$ cat config.mk
export PLATFORM = sky130hd
export DESIGN_NAME = spi_flash_cmd_frontend
export DESIGN_NICKNAME = d
export VERILOG_FILES = /design/src/rtl/spi_cmd_pkg.sv /design/src/rtl/spi_pin_sync.sv /design/src/rtl/spi_rx_framer.sv /design/src/rtl/spi_cmd_tracker.sv /design/src/rtl/spi_tx_shifter.sv /design/src/rtl/spi_flash_cmd_frontend.sv
export SDC_FILE = /design/constraint.sdc
export NUM_CORES = 1
export LEC_CHECK = 0
export ABC_AREA = 0
export ABC_CLOCK_PERIOD_IN_PS = 3450
export CORE_MARGIN = 2
export CORE_UTILIZATION = 44
export CTS_CLUSTER_SIZE = 20
export DETAILED_ROUTE_END_ITERATION = 10
export DONT_BUFFER_PORTS = 1
export PLACE_DENSITY = 0.59
export SKIP_LAST_GASP = 1
export SLEW_MARGIN = 5
export SYNTH_ARGS = -nofsm -noshare
export SYNTH_HDL_FRONTEND = slang
export SYNTH_HIERARCHICAL = 1
export SYNTH_SLANG_ARGS = --single-unit
$ cat constraint.sdc
create_clock -name clk -period 3.45 [get_ports clk]
set_clock_uncertainty 0.1 [all_clocks]
set_input_delay 0 -clock clk [delete_from_list [all_inputs] [get_ports clk]]
set_output_delay 0 -clock clk [all_outputs]
set_load 0.03 [all_outputs]
$ cat src/rtl/spi_cmd_pkg.sv
package spi_cmd_pkg;

    localparam int ADDR_BYTES = 3;
    localparam int ADDR_W     = 8 * ADDR_BYTES;

    localparam logic [7:0] OP_WR_EN    = 8'h06;
    localparam logic [7:0] OP_WR_DIS   = 8'h04;
    localparam logic [7:0] OP_RD_STAT  = 8'h05;
    localparam logic [7:0] OP_WR_STAT  = 8'h01;
    localparam logic [7:0] OP_RD_ARR   = 8'h03;
    localparam logic [7:0] OP_RD_FAST  = 8'h0B;
    localparam logic [7:0] OP_RD_IDENT = 8'h9F;
    localparam logic [7:0] OP_PROG     = 8'h02;
    localparam logic [7:0] OP_ERASE_SM = 8'h20;
    localparam logic [7:0] OP_ERASE_LG = 8'hD8;
    localparam logic [7:0] OP_ERASE_ALL= 8'hC7;

    typedef enum logic [1:0] {
        KIND_NONE  = 2'd0,
        KIND_READ  = 2'd1,
        KIND_WRITE = 2'd2
    } cmd_kind_e;

    // min_bytes: bytes a frame must contain to be accepted
    // hdr_bytes: index of the first data byte (data-carrying opcodes)
    typedef struct packed {
        cmd_kind_e  kind;
        logic [2:0] min_bytes;
        logic       has_addr;
        logic       takes_data;
        logic [2:0] hdr_bytes;
    } cmd_info_t;

    function automatic cmd_info_t decode_op(input logic [7:0] op);
        cmd_info_t inf;
        inf = '{kind: KIND_NONE, min_bytes: 3'd0, has_addr: 1'b0,
                takes_data: 1'b0, hdr_bytes: 3'd0};
        case (op)
            OP_WR_EN, OP_WR_DIS, OP_ERASE_ALL:
                inf = '{KIND_WRITE, 3'd1, 1'b0, 1'b0, 3'd0};
            OP_RD_STAT, OP_RD_IDENT:
                inf = '{KIND_READ, 3'd1, 1'b0, 1'b0, 3'd0};
            OP_WR_STAT:
                inf = '{KIND_WRITE, 3'd2, 1'b0, 1'b1, 3'd1};
            OP_RD_ARR:
                inf = '{KIND_READ, 3'd4, 1'b1, 1'b0, 3'd0};
            OP_RD_FAST:
                inf = '{KIND_READ, 3'd5, 1'b1, 1'b0, 3'd0};
            OP_PROG:
                inf = '{KIND_WRITE, 3'd5, 1'b1, 1'b1, 3'd4};
            OP_ERASE_SM, OP_ERASE_LG:
                inf = '{KIND_WRITE, 3'd4, 1'b1, 1'b0, 3'd0};
            default: ;
        endcase
        return inf;
    endfunction

endpackage

$ cat src/rtl/spi_pin_sync.sv
module spi_pin_sync #(
    parameter int STAGES = 2
) (
    input  logic clk,
    input  logic rst_n,
    input  logic sclk_raw,
    input  logic cs_n_raw,
    input  logic mosi_raw,
    output logic sclk_rise,
    output logic sclk_fall,
    output logic cs_high,
    output logic cs_rise,
    output logic mosi_s
);
    // channel order inside each stage: {mosi, cs_n, sclk}
    localparam int         CH       = 3;
    localparam logic [2:0] IDLE_VAL = 3'b010;

    typedef struct packed {
        logic [STAGES-1:0][CH-1:0] stg;
        logic [1:0]                prev;   // {cs_n, sclk} one stage later
    } sync_t;

    sync_t q, d;

    always_comb begin
        d = q;
        for (int i = 0; i < STAGES; i++) begin
            if (i == 0) d.stg[i] = {mosi_raw, cs_n_raw, sclk_raw};
            else        d.stg[i] = q.stg[i-1];
        end
        d.prev = q.stg[STAGES-1][1:0];
    end

    always_ff @(posedge clk or negedge rst_n) begin
        if (!rst_n) begin
            q.stg  <= {STAGES{IDLE_VAL}};
            q.prev <= IDLE_VAL[1:0];
        end else begin
            q <= d;
        end
    end

    logic [CH-1:0] cur;
    assign cur       = q.stg[STAGES-1];
    assign cs_high   = cur[1];
    assign cs_rise   = cur[1] & ~q.prev[1];
    assign sclk_rise = cur[0] & ~q.prev[0] & ~cur[1];
    assign sclk_fall = ~cur[0] & q.prev[0];
    assign mosi_s    = cur[2];

endmodule

$ cat src/rtl/spi_rx_framer.sv
module spi_rx_framer #(
    parameter int CNT_W = 9
) (
    input  logic             clk,
    input  logic             rst_n,
    input  logic             cs_high,
    input  logic             sclk_rise,
    input  logic             mosi_s,
    output logic             byte_done,
    output logic [7:0]       rx_byte,
    output logic [CNT_W-1:0] done_idx,
    output logic [2:0]       bit_idx,
    output logic [CNT_W-1:0] byte_cnt,
    output logic             seen_clk
);
    typedef struct packed {
        logic [6:0]       shift;
        logic [2:0]       bit_idx;
        logic [CNT_W-1:0] byte_cnt;
        logic             byte_done;
        logic [7:0]       rx_byte;
        logic [CNT_W-1:0] done_idx;
        logic             seen;
    } rx_t;

    rx_t q, d;

    always_comb begin
        d = q;
        d.byte_done = 1'b0;
        if (cs_high) begin
            d.shift    = '0;
            d.bit_idx  = '0;
            d.byte_cnt = '0;
            d.seen     = 1'b0;
        end else if (sclk_rise) begin
            d.seen    = 1'b1;
            d.shift   = {q.shift[5:0], mosi_s};
            d.bit_idx = q.bit_idx + 3'd1;
            if (q.bit_idx == 3'd7) begin
                d.byte_done = 1'b1;
                d.rx_byte   = {q.shift, mosi_s};
                d.done_idx  = q.byte_cnt;
                if (q.byte_cnt != '1) d.byte_cnt = q.byte_cnt + CNT_W'(1);
            end
        end
    end

    always_ff @(posedge clk or negedge rst_n) begin
        if (!rst_n) q <= '0;
        else        q <= d;
    end

    assign byte_done = q.byte_done;
    assign rx_byte   = q.rx_byte;
    assign done_idx  = q.done_idx;
    assign bit_idx   = q.bit_idx;
    assign byte_cnt  = q.byte_cnt;
    assign seen_clk  = q.seen;

    // the bit position only moves on a sampled rising edge or a deselect clear
    assert_bit_on_rise_R1: assert property (@(posedge clk) disable iff (!rst_n)
        !$stable(q.bit_idx) |-> ($past(sclk_rise) || $past(cs_high)));

    // while deselected for two cycles, no clock has been counted
    assert_clear_when_idle_R10: assert property (@(posedge clk) disable iff (!rst_n)
        (cs_high && $past(cs_high)) |-> (!q.seen && q.byte_cnt == '0));

endmodule

$ cat src/rtl/spi_cmd_tracker.sv
module spi_cmd_tracker
    import spi_cmd_pkg::*;
#(
    parameter int CNT_W = 9
) (
    input  logic              clk,
    input  logic              rst_n,
    input  logic              cs_high,
    input  logic              cs_rise,
    input  logic              byte_done,
    input  logic [7:0]        rx_byte,
    input  logic [CNT_W-1:0]  done_idx,
    input  logic [2:0]        bit_idx,
    input  logic [CNT_W-1:0]  byte_cnt,
    input  logic              seen_clk,
    output logic [7:0]        opcode,
    output logic              opcode_vld,
    output logic [ADDR_W-1:0] addr,
    output logic [7:0]        data_byte,
    output logic              data_vld,
    output logic              dout_phase,
    output logic              exec,
    output logic              reject
);
    typedef struct packed {
        logic [7:0]        opcode;
        logic              op_vld;
        logic              have_op;
        cmd_info_t         info;
        logic [ADDR_W-1:0] addr;
        logic [7:0]        data_byte;
        logic              data_vld;
        logic              dout;
        logic              exec;
        logic              reject;
    } trk_t;

    trk_t      q, d;
    cmd_info_t new_info;
    logic      complete;
    logic      accept;

    always_comb begin
        d          = q;
        d.op_vld   = 1'b0;
        d.data_vld = 1'b0;
        d.exec     = 1'b0;
        d.reject   = 1'b0;
        new_info   = decode_op(rx_byte);
        complete   = q.have_op && (q.info.kind != KIND_NONE) &&
                     (byte_cnt >= CNT_W'(q.info.min_bytes));
        accept     = complete && ((q.info.kind == KIND_READ) || (bit_idx == 3'd0));

        if (cs_rise && seen_clk) begin
            d.exec   = accept;
            d.reject = !accept;
        end

        if (cs_high) begin
            d.have_op = 1'b0;
            d.dout    = 1'b0;
            d.info    = '0;
        end else if (byte_done) begin
            if (done_idx == '0) begin
                d.opcode  = rx_byte;
                d.op_vld  = 1'b1;
                d.have_op = 1'b1;
                d.info    = new_info;
                d.dout    = (new_info.kind == KIND_READ) && (new_info.min_bytes == 3'd1);
            end else begin
                if (q.info.has_addr && (done_idx <= CNT_W'(ADDR_BYTES)))
                    d.addr = {q.addr[ADDR_W-9:0], rx_byte};
                if (q.info.takes_data && (done_idx >= CNT_W'(q.info.hdr_bytes))) begin
                    d.data_vld  = 1'b1;
                    d.data_byte = rx_byte;
                end
                if ((q.info.kind == KIND_READ) &&
                    ((done_idx + CNT_W'(1)) == CNT_W'(q.info.min_bytes)))
                    d.dout = 1'b1;
            end
        end
    end

    always_ff @(posedge clk or negedge rst_n) begin
        if (!rst_n) q <= '0;
        else        q <= d;
    end

    assign opcode     = q.opcode;
    assign opcode_vld = q.op_vld;
    assign addr       = q.addr;
    assign data_byte  = q.data_byte;
    assign data_vld   = q.data_vld;
    assign dout_phase = q.dout;
    assign exec       = q.exec;
    assign reject     = q.reject;

    // one verdict at a time, and only after chip select rose
    assert_single_verdict_R7: assert property (@(posedge clk) disable iff (!rst_n)
        !(q.exec && q.reject));
    assert_verdict_after_cs_R7: assert property (@(posedge clk) disable iff (!rst_n)
        (q.exec || q.reject) |-> $past(cs_rise));

    // an accepted write-type frame ended on a byte boundary
    assert_write_aligned_R4: assert property (@(posedge clk) disable iff (!rst_n)
        (q.exec && ($past(q.info.kind) == KIND_WRITE)) |-> ($past(bit_idx) == 3'd0));

    // data strobes belong to the two data-carrying opcodes only
    assert_data_opcode_R3: assert property (@(posedge clk) disable iff (!rst_n)
        q.data_vld |-> ((q.opcode == OP_PROG) || (q.opcode == OP_WR_STAT)));

endmodule

$ cat src/rtl/spi_tx_shifter.sv
module spi_tx_shifter (
    input  logic       clk,
    input  logic       rst_n,
    input  logic       cs_high,
    input  logic       sclk_fall,
    input  logic       dout_phase,
    input  logic [7:0] tx_data,
    output logic       tx_req,
    output logic       miso,
    output logic       miso_oe
);
    typedef struct packed {
        logic [6:0] shift;
        logic [2:0] ptr;
        logic       miso;
        logic       oe;
        logic       req;
    } tx_t;

    tx_t q, d;

    always_comb begin
        d     = q;
        d.req = 1'b0;
        d.oe  = !cs_high;
        if (cs_high) begin
            d.ptr  = '0;
            d.miso = 1'b0;
        end else if (sclk_fall && dout_phase) begin
            if (q.ptr == 3'd0) begin
                d.miso  = tx_data[7];
                d.shift = tx_data[6:0];
                d.req   = 1'b1;
            end else begin
                d.miso  = q.shift[6];
                d.shift = {q.shift[5:0], 1'b0};
            end
            d.ptr = q.ptr + 3'd1;
        end
    end

    always_ff @(posedge clk or negedge rst_n) begin
        if (!rst_n) q <= '0;
        else        q <= d;
    end

    assign tx_req  = q.req;
    assign miso    = q.miso;
    assign miso_oe = q.oe;

    // the output bit moves only after a falling edge or a deselect clear
    assert_miso_on_fall_R8: assert property (@(posedge clk) disable iff (!rst_n)
        !$stable(q.miso) |-> ($past(sclk_fall) || $past(cs_high)));

    // no drive while deselected
    assert_oe_idle_R9: assert property (@(posedge clk) disable iff (!rst_n)
        (cs_high && $past(cs_high)) |-> !q.oe);

endmodule

$ cat src/rtl/spi_flash_cmd_frontend.sv
module spi_flash_cmd_frontend
    import spi_cmd_pkg::*;
#(
    parameter int SYNC_STAGES = 2,
    parameter int CNT_W       = 9
) (
    input  logic              clk,
    input  logic              rst_n,
    input  logic              spi_sclk,
    input  logic              spi_cs_n,
    input  logic              spi_mosi,
    output logic              spi_miso,
    output logic              spi_miso_oe,
    output logic [7:0]        cmd_opcode,
    output logic              cmd_opcode_vld,
    output logic [ADDR_W-1:0] cmd_addr,
    output logic [7:0]        cmd_data,
    output logic              cmd_data_vld,
    output logic              cmd_exec,
    output logic              cmd_reject,
    input  logic [7:0]        tx_data,
    output logic              tx_req
);
    logic             sclk_rise, sclk_fall, cs_high, cs_rise, mosi_s;
    logic             byte_done, seen_clk, dout_phase;
    logic [7:0]       rx_byte;
    logic [CNT_W-1:0] done_idx, byte_cnt;
    logic [2:0]       bit_idx;

    spi_pin_sync #(.STAGES(SYNC_STAGES)) u_sync (
        .clk       (clk),
        .rst_n     (rst_n),
        .sclk_raw  (spi_sclk),
        .cs_n_raw  (spi_cs_n),
        .mosi_raw  (spi_mosi),
        .sclk_rise (sclk_rise),
        .sclk_fall (sclk_fall),
        .cs_high   (cs_high),
        .cs_rise   (cs_rise),
        .mosi_s    (mosi_s)
    );

    spi_rx_framer #(.CNT_W(CNT_W)) u_rx (
        .clk       (clk),
        .rst_n     (rst_n),
        .cs_high   (cs_high),
        .sclk_rise (sclk_rise),
        .mosi_s    (mosi_s),
        .byte_done (byte_done),
        .rx_byte   (rx_byte),
        .done_idx  (done_idx),
        .bit_idx   (bit_idx),
        .byte_cnt  (byte_cnt),
        .seen_clk  (seen_clk)
    );

    spi_cmd_tracker #(.CNT_W(CNT_W)) u_trk (
        .clk        (clk),
        .rst_n      (rst_n),
        .cs_high    (cs_high),
        .cs_rise    (cs_rise),
        .byte_done  (byte_done),
        .rx_byte    (rx_byte),
        .done_idx   (done_idx),
        .bit_idx    (bit_idx),
        .byte_cnt   (byte_cnt),
        .seen_clk   (seen_clk),
        .opcode     (cmd_opcode),
        .opcode_vld (cmd_opcode_vld),
        .addr       (cmd_addr),
        .data_byte  (cmd_data),
        .data_vld   (cmd_data_vld),
        .dout_phase (dout_phase),
        .exec       (cmd_exec),
        .reject     (cmd_reject)
    );

    spi_tx_shifter u_tx (
        .clk        (clk),
        .rst_n      (rst_n),
        .cs_high    (cs_high),
        .sclk_fall  (sclk_fall),
        .dout_phase (dout_phase),
        .tx_data    (tx_data),
        .tx_req     (tx_req),
        .miso       (spi_miso),
        .miso_oe    (spi_miso_oe)
    );

endmodule

==> reports/metrics.cfg <==
[run_status]
status=complete, no violations

[global_route]
grt_max_degree=113
grt_pass1_vias=3246
grt_pass1_wl_um=15600
overflow=0
grt.total_usage_pct=14.9
grt_antenna_before_repair=0

[logic_synthesis]
async_flop_share_pct=100
seq_area_frac_synth_pct=50.8
synth_edf_count=0
yosysUniqueCellTypes=56
ys_warn_count=6
syn-cell-area_mm2=0.00552
avgSynthCellArea_um2=11.2
ys_seq_elements=112
synth_cells=495
synth_nets=521
synth_ff_type=dfrtp_1

[critical_path]
cp.required_ns=3.58
start_kind=flop
timing.critical_path.from=u_rx/done_idx[0]$_DFFE_PN0P_
crit_type=flop to flop
rr_worst_depth=7
r2r_setup_slack_ns=0.98
crit_end=u_trk/data_byte[0]$_DFFE_PN0P_
crit_fanout=9
cp.arrival_ns=2.61
r2r-end=u_trk/data_byte[0]$_DFFE_PN0P_
critPathCaptureType=flop
rr_startpoint=u_rx/done_idx[0]$_DFFE_PN0P_

[route]
drtIter0Drc=209
ant_nets=0
drcViolationCount=0
totalWireLength_um=9380
vias=3166
first_pass_iters=4
post_drt_wl_per_cell_um=15.4
viasPerCell=5.20

[sta]
hold_slack_ns=0.0988
setup-violations-final=0
fin_crit_sh_pct=71.6
min_period_ns=2.47
maxSlewHeadroom_pct=62.5
grt_setup_unrepaired=false
tightest_slew_ns=0.562
slew_violations=0
final-hold-violation-count=0
tns_ns=0
clock.fmax_mhz=405

[layout]
finalNetCount=462
instances_no_fill=609
drive_gt1_share_pct=17.5
fillCellCount=1126
final_common_cell=dfrtp_1
final_cell_mix=dfrtp_1 (109), nand2_1 (46), mux2_2 (45)
finish.instance_area_mm2=0.00562
area_delta_synth_final_pct=1.70
antenna_cells=0

[power]
leakagePower_nw=2.69
p_per_area_mw_per_mm2=448
ir_drop_v=0.000212

[clock_tree]
path_clk_slew_ns=0.08
cts_buffer_depth=2
cts_resized=0
h-tree-depth=3
cts_made_buffers=9
clock_sinks=112
cts_tree=built
root_buffer=clkbuf_16
clk_latency_ns=0.35

[placement]
post-dp-hpwl_um=6170
place_area_mm2=0.00514
dp_cells=580
finalWeightedCongestion=0.803
io_buffers=0

[floorplanning]
rows=40
coreArea_mm2=0.0121
io_pins=60
die_area_mm2=0.0135
initial_utilization_pct=45.6
die_h_um=116
die_w_um=116

[run]
maxCapViolCount=0

[worst_hold_path]
hold_path.class=input port to flop

## metal layers
layer | wire (um) | GRT usage, % | vias to the layer above
li1 | - | - | 1513
met1 | 4480 | 19.9 | 1592
met2 | 4380 | 23.0 | 47
met3 | 318 | 3.40 | 14
met4 | 197 | 7.14 | 0
met5 | 0 | 0 | -
## synthesized netlist by cell type (2+ instances only)
library cell    n  area share, %
nand3b_1        3           0.41
o31a_1          2           0.32
nand3_1        10           0.91
buf_2           6           0.54
buf_4          70            9.5
and4_1          2           0.32
mux2_2         45            9.2
nor4b_1         2           0.32
a311oi_1        2           0.32
mux2i_1        19            3.4
xor2_1          4           0.63
mux2_1          2           0.41
or3_1           4           0.45
a21oi_1        11            1.0
dfstp_2         3            1.4
nor2_1         24            1.6
o21ai_0        21            1.9
or4_1           5           0.68
a31oi_1         4           0.45
buf_6           3           0.61
nor2b_1         4           0.45
o21a_1          2           0.27
ha_1           13            2.9
a22o_1          3           0.48
dfrtp_1       109             49
clkbuf_1        8           0.54
nand4_1         3           0.34
and3_1          2           0.23
inv_1          20            1.4
nor4_1          2           0.23
o31ai_1         4           0.54
nand2_1        46            3.1
nor3_1          6           0.54
nand2b_1        2           0.23
xnor2_1         8            1.3
## per-stage QoR
step           total power, mW  worst slack [ns]  utilization, %
3_5_place_dp              1.38             0.993            42.5
3_3_place_gp              1.38              1.04            42.5
5_1_grt                   2.62             0.784            46.4
4_1_cts                   2.55             0.980            46.4
2_1_floorplan             1.37              1.11               -
6_report                  2.51             0.978            46.4
## registers in the layout, summed over array words and instances, names as in the netlist, 2 cells and up
| signal | cells |
|---|---|
| u_rx/byte_cnt | 9 |
| u_trk/q | 8 |
| u_tx/q | 10 |
| u_rx/bit_idx | 3 |
| u_trk/addr | 24 |
| u_rx/rx_byte | 8 |
| u_trk/opcode | 8 |
| u_trk/data_byte | 8 |
| u_rx/q | 7 |
| u_sync/d | 3 |
| u_sync/cur | 3 |
| u_rx/done_idx | 9 |
| u_sync/q | 2 |
## where the power goes
| group | total, mW | internal (mW) | switching [mW] |
|---|---|---|---|
| combinational | 0.0598 | 0.0209 | 0.0390 |
| clock | 1.13 | 0.647 | 0.478 |
| sequential | 1.33 | 1.32 | 0.00809 |
| total | 2.51 | 1.99 | 0.525 |
## worst min path at each step
| stage | cells after the start | slack (ns) | to | startpoint |
|---|---|---|---|---|
| floorplan | 0 | -0.40 | u_rx/bit_idx[0]$_DFFE_PN0P_ | rst_n |
| global placement | 0 | -0.39 | u_tx/q[10]$_DFFE_PN0P_ | rst_n |
| detailed placement | 0 | -0.39 | u_tx/q[10]$_DFFE_PN0P_ | rst_n |
| CTS | 1 | 0.08 | u_sync/d[6]$_DFF_PN1_ | spi_cs_n |
| global route | 1 | 0.09 | u_sync/d[6]$_DFF_PN1_ | spi_cs_n |
| finish | 1 | 0.1 | u_sync/d[7]$_DFF_PN0_ | spi_mosi |
## cell families (layout without fill, tap and decap cells)
| kind of cell | count (synthesis) | count (layout) | share of synthesized area [%] |
|---|---|---|---|
| buf+inv | 107 | 53 | 12.6 |
| compound gates | 57 | 57 | 6.39 |
| xor+xnor | 12 | 12 | 1.90 |
| flops | 112 | 112 | 50.8 |
| mux | 66 | 66 | 13.0 |
| simple gates | 128 | 128 | 12.3 |
| fa+ha+maj | 13 | 13 | 2.95 |
## timing repair
item / in CTS / in global routing
endpoints found under the hold margin: 123 / 0
hold buffers: 13 / 0
buffers inserted: 0 / 0
## worst max-delay path, cell delays in order, from the launching register on
cell     delay, ns
dfrtp_1       0.43
inv_1         0.11
ha_1          0.30
or3b_2        0.46
a21oi_1       0.15
o21ai_0       0.09
nand3_1       0.34
mux2_2        0.39
## cell type report
type / instances / area, um2 / area share [%]
Multi-Input combinational cell: 276 / 2020 / 36.0
Clock buffer: 10 / 229 / 4.08
Sequential cell: 112 / 2810 / 50.0
Clock inverter: 6 / 96.3 / 1.72
Timing Repair Buffer: 17 / 178 / 3.16
Tap cell: 168 / 210 / 3.74
Inverter: 20 / 75.1 / 1.34
Power figures use the tool's default switching activity.
